[config.mk]
export PLATFORM = sky130hd
export DESIGN_NAME = adc_autoseq
export DESIGN_NICKNAME = d
export VERILOG_FILES = /design/src/rtl/adc_seq_pkg.sv /design/src/rtl/adc_seq_ctrl.sv /design/src/rtl/adc_conv_arb.sv /design/src/rtl/adc_result_bank.sv /design/src/rtl/adc_autoseq.sv
export SDC_FILE = /design/constraint.sdc
export NUM_CORES = 1
export LEC_CHECK = 0
export ABC_AREA = 1
export BUFFER_PORTS_ARGS = -buffer_cell sky130_fd_sc_hd__buf_4
export CAP_MARGIN = 20
export CORE_MARGIN = 4
export CORE_UTILIZATION = 29
export DETAILED_ROUTE_END_ITERATION = 8
export SLEW_MARGIN = 20
export SYNTH_ARGS = -nofsm -noshare
export SYNTH_HDL_FRONTEND = slang
export SYNTH_SLANG_ARGS = --single-unit
export TNS_END_PERCENT = 10
[constraint.sdc]
create_clock -name clk_i -period 1.34 [get_ports clk_i]
set_input_delay 0.201 -clock clk_i [delete_from_list [all_inputs] [get_ports clk_i]]
set_output_delay 0.201 -clock clk_i [all_outputs]
set_load 0.1 [all_outputs]
[src/rtl/adc_seq_pkg.sv]
package adc_seq_pkg;
  typedef enum logic [1:0] {
    SQ_IDLE = 2'd0,
    SQ_REQ  = 2'd1,
    SQ_WAIT = 2'd2
  } sq_state_e;

  localparam logic [5:0] ADDR_MODE = 6'h10;
  localparam logic [5:0] ADDR_LEN  = 6'h11;
  localparam logic [5:0] ADDR_CMD  = 6'h12;
  localparam logic [1:0] PAGE_CHAN = 2'b00;
  localparam logic [1:0] PAGE_RES  = 2'b10;
endpackage

[src/rtl/adc_seq_ctrl.sv]
module adc_seq_ctrl
  import adc_seq_pkg::*;
#(
  parameter int unsigned IDX_W = 4,
  parameter logic [IDX_W-1:0] BASE = '0
) (
  input  logic             clk_i,
  input  logic             rst_ni,
  input  logic             en_i,
  input  logic             trig_i,
  input  logic             sreset_i,
  input  logic             ss_mode_i,
  input  logic             alt_irq_i,
  input  logic [IDX_W-1:0] limit_i,
  input  logic [IDX_W-1:0] len_i,
  input  logic             gnt_i,
  input  logic             done_i,
  output logic             req_o,
  output logic [IDX_W-1:0] idx_o,
  output logic             irq_o,
  output logic             ovf_o
);
  sq_state_e        state_q;
  logic [IDX_W-1:0] ptr_q;
  logic [IDX_W-1:0] cnt_q;
  logic             pend_q;
  logic             ovf_q;
  logic             tog_q;
  logic             irq_q;
  logic             last_w;

  assign last_w = (cnt_q == len_i);

  always_ff @(posedge clk_i or negedge rst_ni) begin
    if (!rst_ni) begin
      state_q <= SQ_IDLE;
      ptr_q   <= BASE;
      cnt_q   <= '0;
      pend_q  <= 1'b0;
      ovf_q   <= 1'b0;
      tog_q   <= 1'b0;
      irq_q   <= 1'b0;
    end else if (sreset_i) begin
      state_q <= SQ_IDLE;
      ptr_q   <= BASE;
      cnt_q   <= '0;
      pend_q  <= 1'b0;
      ovf_q   <= 1'b0;
      tog_q   <= 1'b0;
      irq_q   <= 1'b0;
    end else begin
      irq_q <= 1'b0;
      case (state_q)
        SQ_IDLE: begin
          if (en_i && (trig_i || pend_q)) begin
            state_q <= SQ_REQ;
            pend_q  <= 1'b0;
            cnt_q   <= '0;
            if (!ss_mode_i) ptr_q <= BASE;
          end
        end
        SQ_REQ: begin
          if (gnt_i) state_q <= SQ_WAIT;
        end
        SQ_WAIT: begin
          if (done_i) begin
            ptr_q <= (ptr_q == limit_i) ? BASE : ptr_q + 1'b1;
            cnt_q <= cnt_q + 1'b1;
            if (last_w) begin
              state_q <= SQ_IDLE;
              tog_q   <= ~tog_q;
              irq_q   <= !alt_irq_i || tog_q;
            end else begin
              state_q <= SQ_REQ;
            end
          end
        end
        default: state_q <= SQ_IDLE;
      endcase
      // trigger while busy: hold one, flag the next
      if (en_i && trig_i && (state_q != SQ_IDLE)) begin
        if (pend_q) ovf_q <= 1'b1;
        else        pend_q <= 1'b1;
      end
    end
  end

  assign req_o = (state_q == SQ_REQ);
  assign idx_o = ptr_q;
  assign irq_o = irq_q;
  assign ovf_o = ovf_q;

  assert_irq_single_R7: assert property (@(posedge clk_i) disable iff (!rst_ni)
    irq_o |=> !irq_o);

  assert_ovf_sticky_R9: assert property (@(posedge clk_i) disable iff (!rst_ni)
    (ovf_o && !sreset_i) |=> ovf_o);

  assert_req_hold_R10: assert property (@(posedge clk_i) disable iff (!rst_ni)
    (req_o && !gnt_i && !sreset_i) |=> req_o);
endmodule

[src/rtl/adc_conv_arb.sv]
module adc_conv_arb #(
  parameter int unsigned IDX_W = 4
) (
  input  logic                  clk_i,
  input  logic                  rst_ni,
  input  logic [1:0]            req_i,
  input  logic [1:0][IDX_W-1:0] idx_i,
  input  logic [1:0][IDX_W-1:0] chan_i,
  input  logic                  conv_done_i,
  output logic [1:0]            gnt_o,
  output logic [1:0]            done_o,
  output logic                  conv_start_o,
  output logic [IDX_W-1:0]      conv_chan_o,
  output logic                  wr_en_o,
  output logic [IDX_W-1:0]      wr_idx_o,
  output logic                  owner_o
);
  logic             busy_q;
  logic             start_q;
  logic             owner_q;
  logic [IDX_W-1:0] chan_q;
  logic [IDX_W-1:0] idx_q;
  logic             pick_w;

  assign pick_w   = !req_i[0];
  assign gnt_o[0] = !busy_q && req_i[0];
  assign gnt_o[1] = !busy_q && req_i[1] && !req_i[0];

  always_ff @(posedge clk_i or negedge rst_ni) begin
    if (!rst_ni) begin
      busy_q  <= 1'b0;
      start_q <= 1'b0;
      owner_q <= 1'b0;
      chan_q  <= '0;
      idx_q   <= '0;
    end else begin
      start_q <= 1'b0;
      if (!busy_q && |req_i) begin
        busy_q  <= 1'b1;
        start_q <= 1'b1;
        owner_q <= pick_w;
        chan_q  <= chan_i[pick_w];
        idx_q   <= idx_i[pick_w];
      end else if (busy_q && conv_done_i) begin
        busy_q <= 1'b0;
      end
    end
  end

  assign done_o[0]    = busy_q && conv_done_i && !owner_q;
  assign done_o[1]    = busy_q && conv_done_i && owner_q;
  assign conv_start_o = start_q;
  assign conv_chan_o  = chan_q;
  assign wr_en_o      = busy_q && conv_done_i;
  assign wr_idx_o     = idx_q;
  assign owner_o      = owner_q;

  assert_start_pulse_R2: assert property (@(posedge clk_i) disable iff (!rst_ni)
    conv_start_o |=> !conv_start_o);

  assert_prio_R10: assert property (@(posedge clk_i) disable iff (!rst_ni)
    ((req_i == 2'b11) && !busy_q) |=> (conv_start_o && !owner_o));
endmodule

[src/rtl/adc_result_bank.sv]
module adc_result_bank #(
  parameter int unsigned DEPTH  = 16,
  parameter int unsigned DATA_W = 10,
  localparam int unsigned IDX_W = $clog2(DEPTH)
) (
  input  logic              clk_i,
  input  logic              rst_ni,
  input  logic              we_i,
  input  logic [IDX_W-1:0]  widx_i,
  input  logic [DATA_W-1:0] wdata_i,
  input  logic [IDX_W-1:0]  ridx_i,
  output logic [DATA_W-1:0] rdata_o
);
  logic [DATA_W-1:0] mem_q [DEPTH];

  for (genvar i = 0; i < DEPTH; i++) begin : g_ent
    always_ff @(posedge clk_i or negedge rst_ni) begin
      if (!rst_ni)                                 mem_q[i] <= '0;
      else if (we_i && (widx_i == IDX_W'(i)))      mem_q[i] <= wdata_i;
    end
  end

  assign rdata_o = mem_q[ridx_i];
endmodule

[src/rtl/adc_autoseq.sv]
module adc_autoseq
  import adc_seq_pkg::*;
#(
  parameter int unsigned NUM_STATES = 16,
  parameter int unsigned DATA_W     = 10,
  parameter int unsigned REG_W      = 16,
  parameter int unsigned ADDR_W     = 6
) (
  input  logic                          clk_i,
  input  logic                          rst_ni,
  input  logic                          reg_we_i,
  input  logic [ADDR_W-1:0]             reg_addr_i,
  input  logic [REG_W-1:0]              reg_wdata_i,
  output logic [REG_W-1:0]              reg_rdata_o,
  input  logic [3:0]                    trig_i,
  output logic                          conv_start_o,
  output logic [$clog2(NUM_STATES)-1:0] conv_chan_o,
  input  logic                          conv_done_i,
  input  logic [DATA_W-1:0]             conv_data_i,
  output logic [1:0]                    irq_o,
  output logic [1:0]                    ovf_o
);
  localparam int unsigned IDX_W = $clog2(NUM_STATES);
  localparam int unsigned HALF  = NUM_STATES / 2;

  logic [IDX_W-1:0]   chan_q [NUM_STATES];
  logic               casc_q;
  logic               ss_q;
  logic [1:0]         alt_q;
  logic [2*IDX_W-1:0] len_q;
  logic               wr_chan_w;
  logic [1:0]         sreset_w;
  logic               unused_wdata;

  assign wr_chan_w    = reg_we_i && (reg_addr_i[ADDR_W-1:IDX_W] == PAGE_CHAN);
  assign sreset_w     = (reg_we_i && reg_addr_i == ADDR_CMD) ? reg_wdata_i[1:0] : 2'b00;
  assign unused_wdata = ^reg_wdata_i[REG_W-1:2*IDX_W];

  for (genvar i = 0; i < NUM_STATES; i++) begin : g_chan
    always_ff @(posedge clk_i or negedge rst_ni) begin
      if (!rst_ni) chan_q[i] <= '0;
      else if (wr_chan_w && reg_addr_i[IDX_W-1:0] == IDX_W'(i))
        chan_q[i] <= reg_wdata_i[IDX_W-1:0];
    end
  end

  always_ff @(posedge clk_i or negedge rst_ni) begin
    if (!rst_ni) begin
      casc_q <= 1'b0;
      ss_q   <= 1'b0;
      alt_q  <= 2'b00;
      len_q  <= '0;
    end else if (reg_we_i) begin
      if (reg_addr_i == ADDR_MODE) begin
        casc_q <= reg_wdata_i[0];
        ss_q   <= reg_wdata_i[1];
        alt_q  <= reg_wdata_i[3:2];
      end
      if (reg_addr_i == ADDR_LEN) len_q <= reg_wdata_i[2*IDX_W-1:0];
    end
  end

  // trigger routing
  logic [1:0] seq_trig;
  logic [1:0] seq_en;
  assign seq_trig[0] = casc_q ? |trig_i : (trig_i[0] | trig_i[1] | trig_i[3]);
  assign seq_trig[1] = trig_i[2];
  assign seq_en      = {~casc_q, 1'b1};

  logic [1:0]            seq_req;
  logic [1:0]            seq_gnt;
  logic [1:0]            seq_done;
  logic [1:0][IDX_W-1:0] seq_idx;
  logic [1:0][IDX_W-1:0] seq_chan;
  logic                  res_we;
  logic [IDX_W-1:0]      res_widx;
  logic                  arb_owner;

  for (genvar g = 0; g < 2; g++) begin : g_seq
    localparam logic [IDX_W-1:0] BASE = IDX_W'(g * HALF);
    logic [IDX_W-1:0] limit_w;
    logic [IDX_W-1:0] len_w;
    logic [IDX_W-1:0] ent_w;

    if (g == 0) begin : g_first
      assign limit_w = casc_q ? IDX_W'(NUM_STATES - 1) : IDX_W'(HALF - 1);
      assign len_w   = casc_q ? len_q[IDX_W-1:0] : {1'b0, len_q[IDX_W-2:0]};
    end else begin : g_second
      assign limit_w = IDX_W'(NUM_STATES - 1);
      assign len_w   = {1'b0, len_q[IDX_W +: IDX_W-1]};
    end

    assign ent_w       = chan_q[seq_idx[g]];
    // dual mode: upper channel bit follows the sequencer's own half
    assign seq_chan[g] = casc_q ? ent_w : {seq_idx[g][IDX_W-1], ent_w[IDX_W-2:0]};

    adc_seq_ctrl #(
      .IDX_W(IDX_W),
      .BASE (BASE)
    ) u_seq (
      .clk_i    (clk_i),
      .rst_ni   (rst_ni),
      .en_i     (seq_en[g]),
      .trig_i   (seq_trig[g]),
      .sreset_i (sreset_w[g]),
      .ss_mode_i(ss_q),
      .alt_irq_i(alt_q[g]),
      .limit_i  (limit_w),
      .len_i    (len_w),
      .gnt_i    (seq_gnt[g]),
      .done_i   (seq_done[g]),
      .req_o    (seq_req[g]),
      .idx_o    (seq_idx[g]),
      .irq_o    (irq_o[g]),
      .ovf_o    (ovf_o[g])
    );
  end

  adc_conv_arb #(
    .IDX_W(IDX_W)
  ) u_arb (
    .clk_i       (clk_i),
    .rst_ni      (rst_ni),
    .req_i       (seq_req),
    .idx_i       (seq_idx),
    .chan_i      (seq_chan),
    .conv_done_i (conv_done_i),
    .gnt_o       (seq_gnt),
    .done_o      (seq_done),
    .conv_start_o(conv_start_o),
    .conv_chan_o (conv_chan_o),
    .wr_en_o     (res_we),
    .wr_idx_o    (res_widx),
    .owner_o     (arb_owner)
  );

  logic [DATA_W-1:0] res_rdata;

  adc_result_bank #(
    .DEPTH (NUM_STATES),
    .DATA_W(DATA_W)
  ) u_res (
    .clk_i  (clk_i),
    .rst_ni (rst_ni),
    .we_i   (res_we),
    .widx_i (res_widx),
    .wdata_i(conv_data_i),
    .ridx_i (reg_addr_i[IDX_W-1:0]),
    .rdata_o(res_rdata)
  );

  always_comb begin
    reg_rdata_o = '0;
    if (reg_addr_i[ADDR_W-1:IDX_W] == PAGE_CHAN)
      reg_rdata_o = {{(REG_W-IDX_W){1'b0}}, chan_q[reg_addr_i[IDX_W-1:0]]};
    else if (reg_addr_i[ADDR_W-1:IDX_W] == PAGE_RES)
      reg_rdata_o = {{(REG_W-DATA_W){1'b0}}, res_rdata};
    else if (reg_addr_i == ADDR_MODE)
      reg_rdata_o = {{(REG_W-4){1'b0}}, alt_q, ss_q, casc_q};
    else if (reg_addr_i == ADDR_LEN)
      reg_rdata_o = {{(REG_W-2*IDX_W){1'b0}}, len_q};
  end

  assert_dual_chan_R6: assert property (@(posedge clk_i) disable iff (!rst_ni)
    (conv_start_o && !casc_q) |-> (conv_chan_o[IDX_W-1] == arb_owner));
endmodule

==> summary.txt, run 1 <==
Run status
  • Run status: complete, but fails checks
  • Failing checks: setup timing

Finish
  • Area growth from synthesis to layout: 46.7%
  • Final #Nets: 2316
  • Fillers: 4791
  • Layout cells sized above 1: 33.7%
  • Fin area: 0.0209 mm^2
  • Diode count: 0

Die
  • IO Count: 65
  • Starting Density: 29.3%
  • Die Y: 230 um
  • Site row count: 81
  • Die ar.: 0.0528 mm^2
  • Die W: 230 um
  • Core footprint: 0.0487 mm^2

STA
  • Clock skew: 14.6 ps
  • Setup TNS: -11880 ps
  • Worst setup margin: -811 ps
  • Hold Violations, Final: 0
  • Max-slew headroom: 64.0%
  • Unrepaired setup endpoints after global routing: yes
  • Actual slew at the worst max-slew pin: 539 ps
  • Final Slew Violations: 0
  • Setup violations, final: 148
  • Maximum clock rate: 0.465 GHz
  • Crit share post-route: 161%
  • Clock period minus worst slack: 2150 ps

Synthesis
  • Synthesized flop and latch total: 275
  • Async set-or-reset flop fraction in the synthesized netlist: 100%
  • Count leader, synth: nand2_1
  • Synth Instances: 1922
  • Yosys top cell area share: 48.0%
  • Mapped Area: 0.0143 mm^2
  • Post-synth cell types: 45
  • Area contributors post-synth: dfrtp_1, nand2_1, o21ai_0
  • Cell taking the most area after synthesis: dfrtp_1
  • Most frequent cells after synthesis: nand2_1, o21ai_0, dfrtp_1
  • Warnings from Yosys: 0
  • Sequential share of the synthesized area: 48.2%
  • Syn avg cell area: 7.42 um^2
  • Post-synth EDFFs: 0
  • Synth Flop Type: dfrtp_1

Drt
  • Final wirelength: 53400 um
  • DR pass1 iterations: 6
  • ANT nets after route: 0
  • Vias: 14500
  • Routed len/inst: 18.0 um
  • # DRC: 0
  • Vias per inst: 4.91
  • Initial DRC count: 1430

Worst setup path
  • Critical path class: register to output pin
  • CP arrival: 1950 ps
  • Setup crit end kind: output pin
  • CP Launch Type: register
  • Worst Path Required: 1140 ps
  • Crit Path Max Fanout: 2

Clock network
  • CTS tree: yes
  • Reg clk slew, reported paths: 60 ps
  • Inserted Clock Buffers: 31
  • H-tree depth: 1
  • Worst-skew pair later-pin latency: 590 ps
  • CTS root buffer: clkbuf_16
  • Max Root-Sink Buffers: 3
  • Clock sink count: 275

GRT
  • First-pass GRT wire length: 82000 um
  • Vias in the first global route: 14300
  • Grt total ovfl: 0
  • GRT Util Overall: 19.4%
  • Initial antenna violation count: 0
  • Largest net degree at the start of global routing: 88

Placed design
  • Post-DP HPWL: 37500 um
  • Gpl congestion: 0.952
  • Placed instance area: 0.0180 mm^2
  • IO Port Bufs: 50

Hold path
  • HP Class: input port to register

Flow run
  • Max-cap viol count: 0

Power
  • PwrDens: 1720 mW/mm^2
  • Leak pwr: 10.1 nW
  • Maximum vdd drop: 1010 uV
power by group:
part | total [mW] | switching [mW] | internal [mW]
Sequential | 12.4 | 1.78 | 10.6
Clock | 9.03 | 3.63 | 5.40
Combinational | 14.5 | 7.95 | 6.58
Total | 36.0 | 13.4 | 22.6
logic make-up (layout without fill, tap and decap cells):
logic type / after synthesis / after routing / share of synthesized area, %
muxes: 4 / 4 / 0.307
buffers and inverters: 224 / 594 / 6.80
DFF: 275 / 275 / 48.2
and+or+nand+nor: 1028 / 1028 / 29.5
AOI/OAI and AO/OA: 375 / 375 / 14.1
xor gates and xnor gates: 11 / 11 / 0.675
adders and majority gates: 4 / 4 / 0.351
other: 1 / 6 / 0.0263
layout by cell type, fill, tap and decap left out, drive strengths merged, types with 8 or more instances in the layout:
cell type / count
nand2: 786
buf: 410
o21ai: 295
dfrtp: 274
nand3: 115
inv: 110
nor2: 109
clkbuf: 47
a21oi: 23
a22oi: 21
o22ai: 16
dlygate4sd3: 11
clkinv: 11
xor2: 9
o22a: 8
nor3: 8
state kept, by name (all words and copies together) (netlist names):
signal	flops
u_res.mem_q	160
g_seq.u_seq.idx_o	8
g_seq.u_seq.tog_q	2
g_seq.u_seq.irq_o	2
g_seq.u_seq.cnt_q	8
g_seq.u_seq.ovf_o	2
u_arb.conv_chan_o	4
alt_q	2
u_arb.conv_start_o	1
u_arb.owner_o	1
casc_q	1
g_seq.u_seq.pend_q	2
chan_q	64
u_arb.wr_idx_o	4
len_q	8
u_arb.busy_q	1
ss_q	1
g_seq.u_seq.state_q	4
cell type report:
cell class / instances / area, um^2 / area share (%)
well taps: 664 / 831 / 3.97
multi-input cells: 1428 / 7470 / 35.7
clock inverters: 13 / 171 / 0.819
inverters: 113 / 457 / 2.18
clock buffers: 45 / 898 / 4.29
repair buffers: 423 / 4210 / 20.1
flip-flops and latches: 275 / 6900 / 32.9
per-layer routing:
layer / track usage (%) / share of wire (%)
met4: 4.78 / 3.0
met3: 3.36 / 6.4
met2: 32.8 / 48
met1: 26.1 / 43
met5: 0 / 0
path summary, 6_finish.rpt:
path / cells past startpoint / slack, ps / start / to
max: 11 / -810 / u_res.mem_q[112] / reg_rdata_o[2]
min: 5 / 60 / trig_i[2] / g_seq[1].u_seq.pend_q
max reg2reg: 12 / -260 / g_seq[1].u_seq.idx_o[0] / u_arb.conv_chan_o[3]
min reg2reg: 2 / 490 / u_res.mem_q[30] / u_res.mem_q[30]
max in group asynchronous: 3 / 420 / rst_ni / chan_q[34]
min in group asynchronous: 3 / 160 / rst_ni / chan_q[40]
worst max-delay path, stage by stage, from the launching register on:
cell and delay, ps:
dfrtp_1 380, nand2_1 70, nand2_1 50, nand2_1 70
nand2_2 70, nand2_2 70, nand2_1 50, nor2_1 130
nand2_1 120, nand2_2 110, nand2_4 70, buf_12 170
metrics by stage:
step	hold slack [ps]	util [%]	total power, mW	std cells	worst slack [ps]
global placement	20.9	36.8	23.3	2852	-768
CTS	24.3	41.2	34.5	2936	-833
global route	107	42.9	38.0	2961	-880
detailed placement	20.3	36.8	23.6	2852	-818
floorplan	-94.6	-	18.3	1927	-346
finish	59.2	42.9	36.0	2961	-811
repair_timing:
action,4_1_cts,5_1_grt
pin swaps,69,102
hold buffers,11,0
hold endpoints to repair,285,0
buffers inserted,10,25
gates cloned,6,2
gates resized for setup,238,239
endpoints found under the setup margin,212,215
(Power assumes the default switching activity.)
==> run 2: changes to the inputs <==
SETUP_SLACK_MARGIN = 0.4   (was default)
==> summary.txt, run 2 (synthesis gave the netlist of run 1 again) <==
Worst setup path
  • Setup crit end kind: output pin
  • R2r startpoint: chan_q[12]
  • CP Launch Type: register
  • Worst Path Required: 1140 ps
  • Cell mode on critical path: nand2_1
  • Critical-path cell list: inv_2 -> nor2_1 -> a21oi_1 -> nand2_1 -> nand2_1 -> nand2_2 -> o21ai_4 -> nand3_4 -> buf_12
  • CP arrival: 1990 ps
  • Reg2Reg Depth: 16
  • Slowest stage delay, CP: 390 ps
  • Worst R2R End: u_arb.conv_chan_o[0]
  • Worst R2R Setup Slack: -490 ps
  • Critical path class: register to output pin
  • Slowest library cell on the worst path: dfrtp_1
  • Crit Path Max Fanout: 2

Drt
  • Final wirelength: 53200 um
  • ANT nets after route: 0
  • # DRC: 0
  • Routed len/inst: 18.1 um
  • DR pass1 iterations: 5
  • Vias per inst: 4.92
  • Vias: 14500
  • Initial DRC count: 1195

STA
  • Maximum clock rate: 0.457 GHz
  • Worst setup margin: -847 ps
  • Setup violations, final: 139
  • Setup TNS: -12910 ps
  • Max-slew headroom: 64.2%
  • Final Slew Violations: 0
  • Unrepaired setup endpoints after global routing: yes
  • Clock skew: 10.2 ps
  • Actual slew at the worst max-slew pin: 536 ps
  • Hold Violations, Final: 0
  • Crit share post-route: 163%
  • Clock period minus worst slack: 2190 ps

Die
  • Starting Density: 29.3%
  • Core footprint: 0.0487 mm^2
  • Die ar.: 0.0528 mm^2
  • Die W: 230 um
  • Die Y: 230 um
  • IO Count: 65
  • Site row count: 81

Finish
  • Diode count: 0
  • Top Registers: u_res.mem_q (160), chan_q (64)
  • Largest register by flop count: u_res.mem_q
  • Max reg flops: 160
  • Post-layout util: 42.6%
  • Final #Nets: 2297
  • Fin area: 0.0208 mm^2
  • Most frequent cells in the layout: nand2_1, buf_4, dfrtp_1
  • Most common cell after layout, fill and taps aside: nand2_1
  • Layout cells sized above 1: 30.6%
  • Area growth from synthesis to layout: 45.6%

Clock network
  • Reg clk slew, reported paths: 60 ps
  • H-tree depth: 1
  • Inserted Clock Buffers: 31
  • CTS tree: yes
  • Max Root-Sink Buffers: 3
  • Worst-skew pair later-pin latency: 590 ps
  • Clock sink count: 275
  • CTS root buffer: clkbuf_16

Power
  • Leak pwr: 10.1 nW
  • Clk pwr share: 24.6%
  • Pint: 21.8 mW
  • Sw Pwr: 13.1 mW
  • PwrDens: 1680 mW/mm^2
  • Comb pwr share: 40.2%
  • Switching part of the total: 37.5%
  • Maximum vdd drop: 1060 uV
  • Design Power: 34.9 mW
  • Part of the power in registers: 35.2%

GRT
  • Grt total ovfl: 0
  • Vias in the first global route: 14300
  • Met1 Use GR: 26.2%
  • First-pass GRT wire length: 82200 um
  • Gr busiest metal: met2
  • Largest net degree at the start of global routing: 56
  • GRT Util Overall: 19.5%
  • Initial antenna violation count: 0
  • Met3 GRT Util: 2.51%
  • M2 GR Usage: 32.8%

Flow run
  • Max-cap viol count: 0

Placed design
  • Placed instance area: 0.0178 mm^2
  • Gpl congestion: 0.945
  • IO Port Bufs: 50
  • Post-DP HPWL: 36900 um
  • Pre-CTS setup slack: -778 ps

Hold path
  • WHS Endpoint: chan_q[60]
  • Hold wc startpoint: reg_wdata_i[0]
  • HP Class: input port to register
  • Hold depth: 4

Run status
  • Failing checks: setup timing
  • Run status: complete, but fails checks
## run 2: cell count changes in the layout (fill, tap and decap cells not counted), sizes merged
cell,change
bufinv,-2
dlygate4sd3,-2
clkbuf,+2
clkinv,+1
bufbuf,+1
buf,-20
## run 2: metal layers
layer	share of wire, %	vias up
met5	0	-
met4	4.0	0
met3	5.4	126
met2	47	464
met1	43	7027
li1	-	6863
## run 2: power by group through the flow
stage | clock [mW] | sequential (mW) | combinational, mW
floorplan | 0 | 12.3 | 6.42
global placement | 0 | 12.1 | 11.1
detailed placement | 0 | 12.2 | 11.3
CTS | 8.76 | 12.2 | 13.0
global route | 9.12 | 12.5 | 15.3
finish | 8.61 | 12.3 | 14.0
## run 2: area by class of cell
cell class / count / area, um^2
well taps: 664 / 831
multi-input cells: 1428 / 7420
fillers: 4824 / 28000
clock buffers: 45 / 888
clock inverters: 12 / 128
repair buffers: 404 / 4170
inverters: 113 / 459
flip-flops and latches: 275 / 6890
## run 2: worst max-delay path by stage
| stage | startpoint | endpoint | slack [ps] | cells after the start |
|---|---|---|---|---|
| after floorplan | reg_addr_i[1] | reg_rdata_o[7] | -350 | 10 |
| after global placement | reg_addr_i[0] | reg_rdata_o[6] | -790 | 10 |
| after detailed placement | reg_addr_i[0] | reg_rdata_o[0] | -780 | 13 |
| after CTS | u_res.mem_q[113] | reg_rdata_o[3] | -840 | 10 |
| after global routing | u_res.mem_q[73] | reg_rdata_o[3] | -930 | 10 |
| final | chan_q[17] | reg_rdata_o[1] | -850 | 9 |
## run 2: through the flow
step	hold slack (ps)	std cells
2_1_floorplan	-94.6	1927
3_3_place_gp	107	2829
3_5_place_dp	109	2829
4_1_cts	-17.3	2930
5_1_grt	65.8	2941
6_report	44.7	2941
## run 2: timing repair
action                                 CTS  global route
setup endpoints to repair              271           283
endpoints found under the hold margin  284             0
pin swaps                               93            78
hold buffers                             9             0
gates cloned                             6             4
gates resized for setup                269           175
setup buffers                           29             7
## run 2: worst max-delay path, delay by kind of cell, from the launching register on
family | cells | cell delay [ps]
compound gates | 2 | 320
buf+inv | 2 | 260
flops | 1 | 390
simple gates | 5 | 430
==> run 3: changes to the inputs <==
PLACE_DENSITY = 0.43   (was default)
==> summary.txt, run 3 (synthesis gave the netlist of run 1 again) <==
Clock network
  • CTS tree: yes
  • Inserted Clock Buffers: 35
  • Clock sink count: 275
  • Reg clk slew, reported paths: 60 ps
  • CTS root buffer: clkbuf_16
  • Max Root-Sink Buffers: 3
  • H-tree depth: 2
  • Worst-skew pair later-pin latency: 560 ps

Power
  • Maximum vdd drop: 1130 uV
  • Sw Pwr: 13.4 mW
  • Clk pwr share: 28.9%
  • Switching part of the total: 36.3%
  • Pint: 23.5 mW
  • Leak pwr: 10.2 nW
  • PwrDens: 1760 mW/mm^2
  • Part of the power in registers: 33.5%
  • Comb pwr share: 37.5%

STA
  • Clock skew: 15.7 ps
  • Worst setup margin: -826 ps
  • Hold Violations, Final: 0
  • Crit share post-route: 162%
  • Maximum clock rate: 0.462 GHz
  • Clock period minus worst slack: 2170 ps
  • Setup TNS: -11250 ps
  • Final Slew Violations: 0
  • Actual slew at the worst max-slew pin: 507 ps
  • Setup violations, final: 76
  • Max-slew headroom: 66.2%
  • Unrepaired setup endpoints after global routing: yes

Worst setup path
  • Critical-path cell list: inv_2 -> nor2_1 -> a21oi_1 -> nand2_1 -> nand2_1 -> nand2_1 -> o21ai_2 -> buf_4 -> nand2_8 -> buf_12
  • CP arrival: 1960 ps
  • Crit path max-delay family: buffers and inverters
  • Worst Path Required: 1140 ps
  • Slowest stage delay, CP: 390 ps
  • CP Launch Type: register
  • Cell mode on critical path: nand2_1
  • Setup crit end kind: output pin
  • Slowest library cell on the worst path: dfrtp_1
  • Crit Path Max Fanout: 2
  • Critical path class: register to output pin
  • Buf/Inv on CP: 3

Placed design
  • IO Port Bufs: 50
  • Gpl congestion: 0.936
  • Placed Cells: 2851
  • Post-DP HPWL: 40300 um

GRT
  • Met1 Use GR: 28.7%
  • Largest net degree at the start of global routing: 51
  • GRT Util Overall: 21.1%
  • M2 GR Usage: 35.2%
  • Vias in the first global route: 14100
  • Gr busiest metal: met2
  • Met3 GRT Util: 3.00%
  • Initial antenna violation count: 0
  • Grt total ovfl: 0
  • First-pass GRT wire length: 86100 um

Finish
  • Top Registers: u_res.mem_q (160), chan_q (64)
  • Post-Layout Cell Count: 2970
  • Multi-input gate area: 0.00731 mm^2
  • Post-layout util: 43.0%
  • Area growth from synthesis to layout: 47.0%
  • Final #Nets: 2324
  • Layout cells sized above 1: 31.9%
  • Most common cell after layout, fill and taps aside: nand2_1
  • Largest register by flop count: u_res.mem_q
  • Diode count: 0
  • Most frequent cells in the layout: nand2_1, buf_4, dfrtp_1
  • Register area: 0.00689 mm^2
  • Max reg flops: 160
  • Fillers: 4940

Drt
  • Final wirelength: 56400 um
  • DR pass1 iterations: 5
  • ANT nets after route: 0
  • Initial DRC count: 1016
  • Vias: 14100
  • Vias per inst: 4.75
  • Routed len/inst: 19.0 um
  • # DRC: 0

Flow run
  • Max-cap viol count: 0

Die
  • IO Count: 65
  • Site row count: 81
  • Die W: 230 um
  • Die Y: 230 um
  • Die ar.: 0.0528 mm^2
  • Core footprint: 0.0487 mm^2
  • Starting Density: 29.3%

Run status
  • Failing checks: setup timing
  • Run status: complete, but fails checks

Hold path
  • HP Class: input port to register
[run 3: stage by stage]
step,total power [mW],worst slack (ps),hold slack [ps],cell area (um^2)
after floorplan,18.7,-346,-94.6,14600
after global placement,23.7,-742,89.9,18000
after detailed placement,23.8,-733,83.5,18000
after CTS,36.5,-836,45.9,20500
after global routing,39.1,-921,93.7,21000
final,37.0,-826,75.6,21000
[run 3: path summary, 6_finish.rpt]
kind | start | end | slack (ps) | cells after the start
worst max-delay path | chan_q[50] | reg_rdata_o[2] | -830 | 10
worst min-delay path | trig_i[2] | g_seq[1].u_seq.pend_q | 80 | 5
worst max register to register | chan_q[12] | u_arb.conv_chan_o[0] | -410 | 15
worst min register to register | u_res.mem_q[156] | u_res.mem_q[156] | 480 | 2
max in group asynchronous | rst_ni | g_seq[1].u_seq.idx_o[3] | 610 | 3
min in group asynchronous | rst_ni | chan_q[13] | 140 | 2
[run 3: final cells by class]
class,instances,share of cell area (%)
well taps,664,3.96
flip-flops and latches,275,32.8
repair buffers,425,19.9
multi-input cells,1428,34.8
clock inverters,14,1.26
repair inverters,2,0.0835
clock buffers,49,4.91
inverters,113,2.22
[run 3: power groups by stage]
| stage | clock [mW] | sequential (mW) | combinational [mW] |
|---|---|---|---|
| global placement | 0 | 12.3 | 11.4 |
| finish | 10.7 | 12.4 | 13.9 |
| CTS | 10.9 | 12.3 | 13.2 |
| global route | 11.3 | 12.6 | 15.2 |
| floorplan | 0 | 12.3 | 6.42 |
| detailed placement | 0 | 12.3 | 11.5 |
[run 3: repair_timing]
| action | in CTS | in global routing |
|---|---|---|
| resized for setup | 250 | 163 |
| pin swaps | 59 | 61 |
| setup endpoints to repair | 284 | 285 |
| setup buffers | 24 | 15 |
| cloned | 7 | 0 |
| endpoints found under the hold margin | 285 | 0 |
| hold buffers | 10 | 0 |
[run 3: worst reg2reg max path, cell delays in order, from the launching register on]
cell and delay [ps]:
dfrtp_1 360, inv_2 50, buf_6 110, buf_6 100, buf_6 100, buf_6 100
buf_6 100, buf_6 100, buf_6 100, o21ai_4 140, a21oi_2 80, nand3_2 90
nand2_2 80, nand2_1 70, nand3_2 70, nand2_1 60
[run 3: routing by layer]
layer,share of wire [%],vias to the layer above
li1,-,6928
met1,46,6810
met2,48,299
met3,4.2,80
met4,2.6,0
met5,0,-
